==> config.mk <==
export PLATFORM = sky130hd
export DESIGN_NAME = coarse_search_seq
export DESIGN_NICKNAME = d
export VERILOG_FILES = /design/src/rtl/css_pkg.sv /design/src/rtl/css_sync.sv /design/src/rtl/css_filter.sv /design/src/rtl/css_stepper.sv /design/src/rtl/coarse_search_seq.sv
export SDC_FILE = /design/constraint.sdc
export NUM_CORES = 1
export LEC_CHECK = 0
export CORE_AREA = 5 5 42 44
export DETAILED_ROUTE_END_ITERATION = 12
export DIE_AREA = 0 0 47 49
export GPL_ROUTABILITY_DRIVEN = 0
export GPL_TIMING_DRIVEN = 1
export SLEW_MARGIN = 20
export SYNTH_ARGS = -nofsm -noshare
export SYNTH_HDL_FRONTEND = slang
export SYNTH_SLANG_ARGS = --single-unit
export TNS_END_PERCENT = 30
==> constraint.sdc <==
create_clock -name clk -period 1.5 [get_ports clk]
set_input_delay 0.45 -clock clk [delete_from_list [all_inputs] [get_ports clk]]
set_output_delay 0.45 -clock clk [all_outputs]
set_load 0.1 [all_outputs]
==> src/rtl/css_pkg.sv <==
package css_pkg;
   localparam int CODE_W = 2;
   typedef logic [CODE_W-1:0] coarse_code_t;

   function automatic coarse_code_t css_next(input coarse_code_t c);
      return c + coarse_code_t'(1);
   endfunction
endpackage

==> src/rtl/css_sync.sv <==
module css_sync #(
   parameter int STAGES = 2
) (
   input  logic clk,
   input  logic rst_n,
   input  logic d_in,
   output logic d_out
);
   if (STAGES < 0) begin : g_bad_stages
      $error("css_sync: STAGES must not be negative");
   end

   if (STAGES == 0) begin : g_bypass
      assign d_out = d_in;
   end else begin : g_chain
      logic [STAGES-1:0] chain_q;
      always_ff @(posedge clk or negedge rst_n) begin
         if (!rst_n) chain_q <= '0;
         else if (STAGES == 1) chain_q <= d_in;
         else chain_q <= {chain_q[STAGES-2:0], d_in};
      end
      assign d_out = chain_q[STAGES-1];
   end
endmodule

==> src/rtl/css_filter.sv <==
module css_filter #(
   parameter int FILTER_TICKS = 4
) (
   input  logic clk,
   input  logic rst_n,
   input  logic level_in,
   input  logic tick,
   output logic locked
);
   localparam int CNT_W = (FILTER_TICKS < 2) ? 1 : $clog2(FILTER_TICKS);
   localparam logic [CNT_W-1:0] LAST = CNT_W'(FILTER_TICKS - 1);

   if (FILTER_TICKS < 1) begin : g_bad_ticks
      $error("css_filter: FILTER_TICKS must be at least 1");
   end

   logic             state_q;
   logic [CNT_W-1:0] run_q;

   always_ff @(posedge clk or negedge rst_n) begin
      if (!rst_n) begin
         state_q <= 1'b0;
         run_q   <= '0;
      end else if (level_in == state_q) begin
         run_q <= '0;
      end else if (tick) begin
         if (run_q == LAST) begin
            state_q <= level_in;
            run_q   <= '0;
         end else begin
            run_q <= run_q + CNT_W'(1);
         end
      end
   end

   assign locked = state_q;

   // the filtered state moves only on a tick
   assert_state_on_tick_R6: assert property (@(posedge clk) disable iff (!rst_n)
      !$stable(state_q) |-> $past(tick));
   // the filtered state moves only toward the synchronised level
   assert_state_follows_R6: assert property (@(posedge clk) disable iff (!rst_n)
      !$stable(state_q) |-> state_q == $past(level_in));
endmodule

==> src/rtl/css_stepper.sv <==
module css_stepper
   import css_pkg::*;
#(
   parameter coarse_code_t RESET_CODE = '0
) (
   input  logic         clk,
   input  logic         rst_n,
   input  logic         tick,
   input  logic         raw_lock,
   input  logic         locked,
   output coarse_code_t code
);
   coarse_code_t code_q;

   always_ff @(posedge clk or negedge rst_n) begin
      if (!rst_n) code_q <= RESET_CODE;
      else if (tick && !raw_lock && !locked) code_q <= css_next(code_q);
   end

   assign code = code_q;

   // the code moves only after a tick
   assert_step_on_tick_R3: assert property (@(posedge clk) disable iff (!rst_n)
      !$stable(code_q) |-> $past(tick));
   // each move is a single increment with wrap
   assert_step_order_R2: assert property (@(posedge clk) disable iff (!rst_n)
      !$stable(code_q) |-> code_q == css_next($past(code_q)));
   // held while locked
   assert_hold_locked_R4: assert property (@(posedge clk) disable iff (!rst_n)
      $past(locked) |-> $stable(code_q));
   // paused while the synchronised lock is high
   assert_pause_raw_R5: assert property (@(posedge clk) disable iff (!rst_n)
      $past(raw_lock) |-> $stable(code_q));
endmodule

==> src/rtl/coarse_search_seq.sv <==
module coarse_search_seq
   import css_pkg::*;
#(
   parameter int SYNC_STAGES  = 2,
   parameter int FILTER_TICKS = 4
) (
   input  logic       clk,
   input  logic       rst_n,
   input  logic       lock_in,
   input  logic       step_tick,
   output logic [1:0] code_out,
   output logic       alarm_out
);
   logic         lock_s;
   logic         locked_f;
   coarse_code_t code_w;

   css_sync #(.STAGES(SYNC_STAGES)) u_sync (
      .clk   (clk),
      .rst_n (rst_n),
      .d_in  (lock_in),
      .d_out (lock_s)
   );

   css_filter #(.FILTER_TICKS(FILTER_TICKS)) u_filter (
      .clk      (clk),
      .rst_n    (rst_n),
      .level_in (lock_s),
      .tick     (step_tick),
      .locked   (locked_f)
   );

   css_stepper #(.RESET_CODE('0)) u_step (
      .clk      (clk),
      .rst_n    (rst_n),
      .tick     (step_tick),
      .raw_lock (lock_s),
      .locked   (locked_f),
      .code     (code_w)
   );

   assign code_out  = code_w;
   assign alarm_out = ~locked_f;

   // the tick that accepts a loss leaves the code where it was
   assert_resume_held_R7: assert property (@(posedge clk) disable iff (!rst_n)
      $rose(alarm_out) |-> $stable(code_out));
   // alarm rises or falls only on a tick
   assert_alarm_on_tick_R8: assert property (@(posedge clk) disable iff (!rst_n)
      !$stable(alarm_out) |-> $past(step_tick));
endmodule

==> flow_summary.ini <==
[global_route]
grt.total_usage_pct = 5.96
antenna_found_initial = 0
grt_pass1_vias = 230
grt_pass1_wl_um = 972
grt_overflow_total = 0
grt_max_degree = 8

[die]
rows = 14
coreArea_um2 = 1400
dieHeight_um = 49
die_w_um = 47
ioPinCount = 7
die-area_um2 = 2300
initial_utilization_pct = 20.8

[clock_tree]
cts_root_buf = clkbuf_4
cts_tree = built
cts.path.max_buffers = 2
cts_sinks = 7
cts_setup_buffers = 0
ctsHoldBuffers = 0
cts-buffers-inserted = 3
clock_latency_ps = 240
h-tree-depth = 1
cts_resized = 0
clkTransAtPathRegs_ps = 50

[flow_run]
maxCapViolCount = 0

[place]
dp_slack_ps = -70.1
io_buffers = 6
post-dp-hpwl_um = 418

[sta]
grt_setup_unrepaired = false
slew_headroom_pct = 79.4
period_needed_ps = 1430
finalMaxSlewViolations = 0
hold_viol = 0
finalCritPeriodShare_pct = 95.2
setup_ws_ps = 71.3
finClkSkew_ps = 4.04
fmax_ghz = 0.700
setup-tns-final_ps = 0
worst_pin_slew_ps = 308
setup_viol = 0

[detailed_routing]
wl_per_cell_um = 10.7
drt_iter0_markers = 3
vias_per_cell = 4.00
drc_errors = 0
vias = 192
postRouteWirelength_um = 515
ant_nets = 0
drt_first_pass_iters = 2

[status]
outcome = complete, no violations

[synth]
synth_area_per_cell_um2 = 13.9
synthesis.nets = 26
synth-seq-area-share_pct = 60.1
synth_area_leaders = dfrtp_1, xor2_1, and4bb_1
synth_warnings = 0
synth_area_um2 = 292
synth-seq-cells = 7
yosysTopAreaCell = dfrtp_1
ys_types = 14
synthDominantCellAreaShare_pct = 60.1
synthCells = 21

[setup_path]
crit_fanout = 5
critPathRequiredTime_ps = 1050
crit_type = reg2out
cp-start-kind = flip-flop
critPathArrivalTime_ps = 980
crit_path_end_kind = output pin

[worst_hold_path]
hold_path.class = reg2reg

[layout]
synthToLayoutAreaGrowth_pct = 49.4
drive_gt1_share_pct = 28.1
fill_cells = 151
multi_input_area_um2 = 113
fin_nets = 38
final_cell_mix = dfrtp_1, clkbuf_4, clkdlybuf4s50_1, buf_12, xor2_1
layout_commonest_cell = dfrtp_1
n_antenna_cell = 0
regArea_um2 = 175
area by class of cell:
class | count | share of cell area (%)
Clock buffer | 4 | 6.03
Inverter | 1 | 0.862
Multi-Input combinational cell | 13 | 25.9
Sequential cell | 7 | 40.2
Tap cell | 16 | 4.60
Timing Repair Buffer | 7 | 22.4
metrics by stage:
stage,std cells,instance area (um^2),hold slack (ps),utilization (%)
global route,48,435,371,31.1
finish,48,435,360,31.1
global placement,44,409,335,29.2
detailed placement,44,409,360,29.2
floorplan,21,292,154,-
CTS,48,435,366,31.1
final timing paths:
| path | startpoint | endpoint | slack, ps | cells past startpoint |
|---|---|---|---|---|
| max in group asynchronous | rst_n | u_filter.run_q[1] | 800 | 1 |
| max | u_filter.locked | alarm_out | 70 | 2 |
| max reg2reg | u_filter.run_q[0] | u_filter.run_q[0] | 320 | 3 |
| min reg2reg | u_sync.g_chain.chain_q[0] | u_sync.g_chain.chain_q[1] | 360 | 0 |
| min | u_sync.g_chain.chain_q[0] | u_sync.g_chain.chain_q[1] | 360 | 0 |
| min in group asynchronous | rst_n | u_step.code[0] | 460 | 1 |
cell usage after synthesis (all sizes together):
master,n
a21oi,1
and4bb,1
dfrtp,7
ha,1
inv,1
mux2,1
mux2i,1
nand2,1
nand2b,1
nor2,1
nor3b,1
or3b,1
xnor2,1
xor2,2
worst max-delay path, cell delays in order, from the launching register on:
cell and delay, ps:
dfrtp_1 430, inv_1 120, buf_12 180
state kept, by name, indices dropped and copies added, names as in the netlist:
name,flops
u_sync.g_chain.chain_q,2
u_filter.locked,1
u_filter.run_q,2
u_step.code,2
metal layers:
metal  global-route usage, %  wire [um]  part of all wire [%]
met3                    2.95         40                   7.8
met1                    6.76        225                    44
met4                    2.76          0                     0
met2                    9.05        249                    48
met5                       0          0                     0
cell families (layout without fill, tap and decap cells):
family,after synthesis,in the layout,synth area share [%]
flip-flops,7,7,60.1
AND/OR/NAND/NOR,6,6,16.3
buffers and inverters,1,12,1.29
XOR/XNOR,3,3,9.01
AO/OA/AOI/OAI,1,1,1.72
adder cells (fa/ha/maj),1,1,4.29
multiplexers,2,2,7.30
Power is left out: the tool's default activity adds up to more than one toggle a clock period on the data nets, which glitch-free logic cannot reach.
